**config.mk**
```make
export PLATFORM = sky130hd
export DESIGN_NAME = cfg_sram_sp
export DESIGN_NICKNAME = d
export VERILOG_FILES = /design/src/rtl/cfg_sram_pkg.sv /design/src/rtl/sram_lfsr.sv /design/src/rtl/sram_fill_seq.sv /design/src/rtl/sram_array.sv /design/src/rtl/sram_rd_path.sv /design/src/rtl/cfg_sram_sp.sv
export SDC_FILE = /design/constraint.sdc
export NUM_CORES = 1
export LEC_CHECK = 0
export BUFFER_PORTS_ARGS = -buffer_cell sky130_fd_sc_hd__clkbuf_2
export CAP_MARGIN = 20
export CORE_MARGIN = 3
export CORE_UTILIZATION = 25
export CTS_BUF_LIST = sky130_fd_sc_hd__clkbuf_4 sky130_fd_sc_hd__clkbuf_8 sky130_fd_sc_hd__clkbuf_16
export DETAILED_ROUTE_END_ITERATION = 7
export SLEW_MARGIN = 20
export SYNTH_ARGS = -nofsm -noshare
export SYNTH_HDL_FRONTEND = slang
export SYNTH_SLANG_ARGS = --single-unit
```
**constraint.sdc**
```tcl
create_clock -name clk -period 6.3 [get_ports clk]
set_input_delay 0.945 -clock clk [delete_from_list [all_inputs] [get_ports clk]]
set_output_delay 0.945 -clock clk [all_outputs]
set_load 0.03 [all_outputs]
```
**src/rtl/cfg_sram_pkg.sv**
```systemverilog
package cfg_sram_pkg;

    localparam logic [31:0] LFSR_SEED = 32'h1D2C_3B4A;
    localparam logic [31:0] LFSR_MASK = 32'h8020_0003;

    // Galois step, right shift, polynomial x^32+x^22+x^2+x+1
    function automatic logic [31:0] lfsr_step(input logic [31:0] s);
        logic [31:0] n;
        n = s >> 1;
        if (s[0]) n = n ^ LFSR_MASK;
        return n;
    endfunction

    // Bit of a random word: XOR of state bits whose index folds onto pos
    function automatic logic rand_bit(input logic [31:0] s, input int pos, input int span);
        logic r;
        r = 1'b0;
        for (int j = 0; j < 32; j++) begin
            if ((j % span) == pos) r = r ^ s[j];
        end
        return r;
    endfunction

endpackage

```
**src/rtl/sram_lfsr.sv**
```systemverilog
module sram_lfsr
    import cfg_sram_pkg::*;
(
    input  logic        clk,
    input  logic        rst_n,
    output logic [31:0] state_o
);

    typedef struct packed {
        logic [31:0] s;
    } lfsr_st_t;

    lfsr_st_t st_d, st_q;

    always_comb begin
        st_d   = st_q;
        st_d.s = lfsr_step(st_q.s);
    end

    always_ff @(posedge clk or negedge rst_n) begin
        if (!rst_n) st_q <= '{s: LFSR_SEED};
        else        st_q <= st_d;
    end

    assign state_o = st_q.s;

    // the generator must never lock up in the all-zero state
    a_r8_lfsr_nonzero: assert property (@(posedge clk) disable iff (!rst_n)
        st_q.s != 32'h0);

endmodule

```
**src/rtl/sram_fill_seq.sv**
```systemverilog
module sram_fill_seq #(
    parameter int DEPTH = 32,
    parameter int AW    = 5
) (
    input  logic          clk,
    input  logic          rst_n,
    output logic          busy_o,
    output logic [AW-1:0] idx_o
);

    localparam logic [AW-1:0] LAST_IDX = AW'(DEPTH - 1);

    typedef struct packed {
        logic          busy;
        logic [AW-1:0] idx;
    } fill_st_t;

    fill_st_t st_d, st_q;

    always_comb begin
        st_d = st_q;
        if (st_q.busy) begin
            if (st_q.idx == LAST_IDX) begin
                st_d.busy = 1'b0;
                st_d.idx  = '0;
            end else begin
                st_d.idx = st_q.idx + 1'b1;
            end
        end
    end

    always_ff @(posedge clk or negedge rst_n) begin
        if (!rst_n) st_q <= '{busy: 1'b1, idx: '0};
        else        st_q <= st_d;
    end

    assign busy_o = st_q.busy;
    assign idx_o  = st_q.idx;

    // once the fill is over, busy never comes back without a reset
    a_r1_busy_stays_low: assert property (@(posedge clk) disable iff (!rst_n)
        !st_q.busy |=> !st_q.busy);

    // busy only drops after the last location has been written
    a_r1_fill_complete: assert property (@(posedge clk) disable iff (!rst_n)
        $fell(st_q.busy) |-> $past(st_q.idx) == LAST_IDX);

endmodule

```
**src/rtl/sram_array.sv**
```systemverilog
module sram_array #(
    parameter int DEPTH   = 32,
    parameter int WORD_W  = 16,
    parameter int SLICE_W = 4,
    parameter int AW      = 5
) (
    input  logic                        clk,
    input  logic [AW-1:0]               addr_i,
    input  logic [WORD_W/SLICE_W-1:0]   we_i,
    input  logic [WORD_W-1:0]           wdata_i,
    output logic [WORD_W-1:0]           rdata_o
);

    localparam int NSLICE = WORD_W / SLICE_W;

    logic [WORD_W-1:0] mem [DEPTH];

    // Asynchronous look-up: the value seen at an edge is the pre-write word
    assign rdata_o = mem[addr_i];

    always_ff @(posedge clk) begin
        for (int s = 0; s < NSLICE; s++) begin
            if (we_i[s]) mem[addr_i][s*SLICE_W +: SLICE_W] <= wdata_i[s*SLICE_W +: SLICE_W];
        end
    end

endmodule

```
**src/rtl/sram_rd_path.sv**
```systemverilog
module sram_rd_path #(
    parameter int WORD_W    = 16,
    parameter bit RAND_KNOB = 1'b1,
    parameter bit HOLD_KNOB = 1'b0,
    parameter bit REG_KNOB  = 1'b0
) (
    input  logic              clk,
    input  logic              rst_n,
    input  logic              fire_i,
    input  logic [WORD_W-1:0] mem_data_i,
    input  logic [WORD_W-1:0] rnd_i,
    output logic [WORD_W-1:0] data_o
);

    typedef struct packed {
        logic [WORD_W-1:0] stage;
        logic [WORD_W-1:0] outr;
    } rd_st_t;

    rd_st_t st_d, st_q;

    always_comb begin
        st_d = st_q;
        if (fire_i)         st_d.stage = mem_data_i;
        else if (HOLD_KNOB) st_d.stage = st_q.stage;
        else if (RAND_KNOB) st_d.stage = rnd_i;
        else                st_d.stage = '0;
        st_d.outr = st_q.stage;
    end

    always_ff @(posedge clk or negedge rst_n) begin
        if (!rst_n) st_q <= '0;
        else        st_q <= st_d;
    end

    assign data_o = REG_KNOB ? st_q.outr : st_q.stage;

    // a read captures the array word presented at the firing edge
    a_r3_read_capture: assert property (@(posedge clk) disable iff (!rst_n)
        fire_i |=> st_q.stage == $past(mem_data_i));

    if (HOLD_KNOB) begin : g_hold_chk
        // idle edges leave the read stage alone
        a_r7_hold_idle: assert property (@(posedge clk) disable iff (!rst_n)
            !fire_i |=> $stable(st_q.stage));
    end

    if (!HOLD_KNOB && !RAND_KNOB) begin : g_zero_chk
        // idle edges clear the read stage
        a_r9_zero_idle: assert property (@(posedge clk) disable iff (!rst_n)
            !fire_i |=> st_q.stage == '0);
    end

endmodule

```
**src/rtl/cfg_sram_sp.sv**
```systemverilog
module cfg_sram_sp
    import cfg_sram_pkg::*;
#(
    parameter int DEPTH     = 32,
    parameter int WORD_W    = 16,
    parameter int SLICE_W   = 4,
    parameter bit RAND_KNOB = 1'b1,
    parameter bit HOLD_KNOB = 1'b0,
    parameter bit REG_KNOB  = 1'b0,
    localparam int AW       = (DEPTH > 1) ? $clog2(DEPTH) : 1,
    localparam int NSLICE   = WORD_W / SLICE_W
) (
    input  logic              clk,
    input  logic              rst_n,
    input  logic [AW-1:0]     addr_i,
    input  logic [NSLICE-1:0] wr_en_i,
    input  logic [WORD_W-1:0] wr_data_i,
    input  logic              rd_en_i,
    output logic [WORD_W-1:0] rd_data_o,
    output logic              busy_o
);

    localparam int FOLD = (WORD_W < 32) ? WORD_W : 32;

    logic [31:0]       lfsr;
    logic [WORD_W-1:0] rnd_word;
    logic              busy;
    logic [AW-1:0]     fill_idx;
    logic [AW-1:0]     arr_addr;
    logic [NSLICE-1:0] arr_we;
    logic [WORD_W-1:0] arr_wdata;
    logic [WORD_W-1:0] arr_rdata;
    logic              rd_fire;

    if (DEPTH < 32) begin : g_small_warn
        initial $display("cfg_sram_sp warning: depth %0d below 32 entries at %m", DEPTH);
    end

    sram_lfsr u_lfsr (
        .clk     (clk),
        .rst_n   (rst_n),
        .state_o (lfsr)
    );

    for (genvar i = 0; i < WORD_W; i++) begin : g_rbit
        assign rnd_word[i] = rand_bit(lfsr, i % 32, FOLD);
    end

    sram_fill_seq #(.DEPTH(DEPTH), .AW(AW)) u_fill (
        .clk    (clk),
        .rst_n  (rst_n),
        .busy_o (busy),
        .idx_o  (fill_idx)
    );

    always_comb begin
        if (busy) begin
            arr_addr  = fill_idx;
            arr_we    = '1;
            arr_wdata = RAND_KNOB ? rnd_word : '0;
        end else begin
            arr_addr  = addr_i;
            arr_we    = wr_en_i;
            arr_wdata = wr_data_i;
        end
    end

    assign rd_fire = rd_en_i & ~busy;

    sram_array #(.DEPTH(DEPTH), .WORD_W(WORD_W), .SLICE_W(SLICE_W), .AW(AW)) u_arr (
        .clk     (clk),
        .addr_i  (arr_addr),
        .we_i    (arr_we),
        .wdata_i (arr_wdata),
        .rdata_o (arr_rdata)
    );

    sram_rd_path #(
        .WORD_W    (WORD_W),
        .RAND_KNOB (RAND_KNOB),
        .HOLD_KNOB (HOLD_KNOB),
        .REG_KNOB  (REG_KNOB)
    ) u_rd (
        .clk        (clk),
        .rst_n      (rst_n),
        .fire_i     (rd_fire),
        .mem_data_i (arr_rdata),
        .rnd_i      (rnd_word),
        .data_o     (rd_data_o)
    );

    assign busy_o = busy;

    // while filling, the array only ever sees the sequencer's index
    a_r6_fill_owns_array: assert property (@(posedge clk) disable iff (!rst_n)
        busy_o |-> (arr_addr == fill_idx) && (arr_we == '1));

endmodule

```
==> impl_summary.txt <==
----------------------------------------------------
[STA]
  Final Max Tran Viols ... 0
  Final setup violating endpoints ... 0
  Time the final worst path needs with I/O delays and setup ... 3.90 ns
  Unrepaired setup endpoints after global routing ... false
  Worst Clk Skew ... 0.0204 ns
  Actual transition at the worst max-transition pin ... 1.12 ns
  Period utilization ... 61.9%
  Number of failing hold endpoints at the final stage ... 0
  Highest clock frequency the design can meet ... 257 MHz
  Worst rel slew slack ... 24.7%
  Total negative slack for setup checks ... 0 ns

[GRT]
  Antenna violations before repair ... 3
  All-Layer GR Usage ... 12.6%
  Grt ovf ... 0
  Via count of the first global-routing pass ... 13200
  First-pass GRT wire length ... 88900 um
  Pin count of the biggest net entering global routing ... 90

[Synth]
  Post-synthesis cell count ... 1391
  Most used flip-flop cell after synthesis ... sky130_fd_sc_hd__edfxtp_1
  Mapped Area ... 22700 um^2
  Top cells by area, synth ... sky130_fd_sc_hd__edfxtp_1 (68%), sky130_fd_sc_hd__mux4_2 (4.5%), sky130_fd_sc_hd__mux2i_1 (4.4%)
  Synthesis-stage register bit count ... 566
  Library cells used by synthesis ... 58
  Cell taking the most area after synthesis ... sky130_fd_sc_hd__edfxtp_1
  Share of flip-flops with an asynchronous set or reset after synthesis ... 9.54%
  Area share of the leading cell type in the synthesized netlist ... 67.7%
  Mean instance size in the synthesized netlist ... 16.3 um^2
  Count of flip-flops with a built-in enable after synthesis ... 512
  Proportion of synthesized chip area in sequential cells ... 73.7%
  Warning count from the yosys run ... 0
  Nets in the synthesized netlist ... 1421

[Detailed routing]
  Initial detailed-routing violation count ... 1526
  Post-route DRC ... 0
  Per-cell routed wire length ... 22.9 um
  Final Routed Wirelength ... 60700 um
  Routed vias/inst ... 4.92
  Pre-antenna DRT Iters ... 6
  Number of nets with antenna violations after detailed routing ... 0
  Via count ... 13000

[Floorplan]
  Core ar. ... 89200 um^2
  Die boundary width ... 307 um
  Y dimension of the die ... 307 um
  Total number of placement rows ... 109
  Initial Utilization ... 25.5%
  Die area ... 94500 um^2
  I/O pin count ... 45

[Clock tree]
  Clock-pin slew on the worst setup and hold paths ... 0.06 ns
  Total of hold buffers inserted after clock tree synthesis ... 0
  Root buf cell ... sky130_fd_sc_hd__clkbuf_16
  Number of buffers inserted by post-CTS setup repair ... 0
  CTS H-tree depth ... 2
  TritonCTS Buffers ... 55
  Maximum number of buffers from clock root to sink ... 3
  Post-cts resize count ... 0
  Number of clock sinks ... 566
  Clock tree from TritonCTS ... built
  Clock latency on the worst-skew pair ... 0.62 ns

[Setup path]
  CP bufs+invs ... 1
  Series of cell instances along the critical path ... mux2_8, buf_4, mux4_2, nor2b_1, a211oi_1, a31oi_1
  Worst-case reg-to-reg path depth ... 6
  Critical Path Max Stage Delay ... 1.21 ns
  Reg-to-reg critical path endpoint ... u_rd.data_o[14]
  Required time of the worst setup path ... 6.77 ns
  Cell with the largest stage delay on the worst path ... sky130_fd_sc_hd__dfstp_4
  Arrival time at the worst endpoint ... 4.36 ns
  Category of the worst setup path capture point ... flop
  R2R Setup Slk ... 2.40 ns
  Worst Setup Path Type ... flop to flop
  Critical path startpoint category ... flop
  Biggest fanout along the worst timing path ... 89
  R2r startpoint ... u_fill.busy_o
  Critical path's top delay family ... multiplexers

[Finish]
  Share of layout cells above drive strength 1 ... 20.0%
  Total area of sequential cells ... 16700 um^2
  Leading cell types in the layout, fill and taps excluded ... sky130_fd_sc_hd__edfxtp_1 (512), sky130_fd_sc_hd__nor2_1 (150), sky130_fd_sc_hd__o21ai_0 (131), sky130_fd_sc_hd__mux2i_1 (99), sky130_fd_sc_hd__clkbuf_16 (55)
  Synthesis-to-layout area growth ... 15.2%
  Net total in the final layout ... 1467
  Footprint of the multi-input gates ... 5540 um^2
  Most frequent standard cell in the layout excluding fill and tap cells ... sky130_fd_sc_hd__edfxtp_1
  Non-filler instance count after layout ... 2649
  Filler Cells Inserted ... 8831

[Worst hold path]
  Worst Hold Path Cells ... 0
  Hold WC Path Type ... flop to flop
  Terminating pin of the worst hold path ... u_lfsr.state_o[12]
  Hold Path Origin ... u_lfsr.state_o[13]

[Power]
  Power per Cell Area ... 303 nW/um^2
  Max rail drop VDD ... 0.204 mV
  Standby leakage power ... 8.30 nW

[Placement]
  DP Cell Count ... 2544
  RD Place Congestion ... 0.822
  Number of I/O port buffers ... 44
  Placed wire-length estimate after detailed placement ... 38700 um

[Flow run]
  Maxcap violations ... 0

[Run status]
  Run status ... finished, final reports clean

----------------------------------------------------
## final cells by class
type                            count  share of cell area [%]
Sequential cell                   566                    64.0
Multi-Input combinational cell    723                    21.2
Clock buffer                       71                    5.88
Tap cell                         1165                    5.57
Timing Repair Buffer               90                    2.16
Clock inverter                     31                    1.20
Antenna cell                        2                  0.0191
Inverter                            1                  0.0143
## cell usage after synthesis (4+ instances only)
cell type	instances
sky130_fd_sc_hd__a2111oi_2	9
sky130_fd_sc_hd__a21oi_1	33
sky130_fd_sc_hd__a22oi_1	9
sky130_fd_sc_hd__a32oi_1	15
sky130_fd_sc_hd__a41oi_1	31
sky130_fd_sc_hd__buf_1	8
sky130_fd_sc_hd__buf_2	14
sky130_fd_sc_hd__buf_4	21
sky130_fd_sc_hd__buf_6	13
sky130_fd_sc_hd__clkbuf_1	44
sky130_fd_sc_hd__dfrtp_1	38
sky130_fd_sc_hd__dfstp_2	16
sky130_fd_sc_hd__edfxtp_1	512
sky130_fd_sc_hd__mux2i_1	100
sky130_fd_sc_hd__mux4_2	45
sky130_fd_sc_hd__nand2_1	15
sky130_fd_sc_hd__nand2b_1	4
sky130_fd_sc_hd__nor2_1	154
sky130_fd_sc_hd__nor2b_1	16
sky130_fd_sc_hd__nor3_1	17
sky130_fd_sc_hd__nor4_1	13
sky130_fd_sc_hd__o21ai_0	131
sky130_fd_sc_hd__o21ai_1	27
sky130_fd_sc_hd__o221ai_1	7
sky130_fd_sc_hd__o22ai_1	24
sky130_fd_sc_hd__o32ai_1	8
sky130_fd_sc_hd__or2_2	4
sky130_fd_sc_hd__xnor2_1	15
sky130_fd_sc_hd__xor2_1	4
## where the power goes
group | internal (mW) | total (mW) | switching (mW) | leakage, nW
Sequential | 4.14 | 4.16 | 0.0186 | 5.28
Clock | 1.97 | 3.36 | 1.39 | 0.935
Combinational | 0.120 | 0.407 | 0.287 | 2.08
## stage by stage
stage                     util, %  instance area [um^2]  power, mW  worst slack (ns)  hold WS [ns]
after floorplan                 -                 22700       4.48              3.29         0.360
after global placement       27.2                 24300       4.64              2.49         0.362
after detailed placement     27.3                 24300       4.65              2.45         0.364
after CTS                    29.3                 26200       7.97              2.39         0.360
after global routing         29.3                 26200       8.15              2.20         0.365
final                        29.3                 26200       7.92              2.40         0.360
## worst reg2reg max path, cell delays in order (launching register included)
cell and delay, ns:
sky130_fd_sc_hd__dfstp_4 1.21, sky130_fd_sc_hd__mux2_8 0.94, sky130_fd_sc_hd__buf_4 0.59, sky130_fd_sc_hd__mux4_2 0.52
sky130_fd_sc_hd__nor2b_1 0.15, sky130_fd_sc_hd__a211oi_1 0.23, sky130_fd_sc_hd__a31oi_1 0.12
## logic make-up after synthesis
kind of cell,synth area share [%]
flops,73.7
simple gates,5.07
buf+inv,2.54
fa+ha+maj,0.110
compound gates,8.68
xor+xnor,0.733
mux,9.15
## layer usage
metal  global-route usage [%]  routed length (um)  vias to the layer above
li1                         -                   -                     5602
met1                     17.6               26100                     6680
met2                     19.5               27300                      644
met3                     2.74                5310                      117
met4                     4.35                2020                        2
met5                        0                  13                        -
## state kept, by name (all words and copies together) (netlist names)
signal,cells
u_rd.data_o,16
u_lfsr.state_o,32
u_arr.mem,512
u_fill.idx_o,5
u_fill.busy_o,1
## worst max path at each step
stage | from | to | depth (start not counted)
floorplan | u_fill.busy_o | u_arr.mem[0][0] | 7
global placement | u_fill.busy_o | u_rd.data_o[14] | 6
detailed placement | u_fill.busy_o | u_rd.data_o[8] | 6
CTS | u_fill.busy_o | u_rd.data_o[8] | 6
global route | u_fill.busy_o | u_rd.data_o[2] | 6
finish | u_fill.busy_o | u_rd.data_o[14] | 6
No activity file was read; power rests on OpenSTA's default activity.
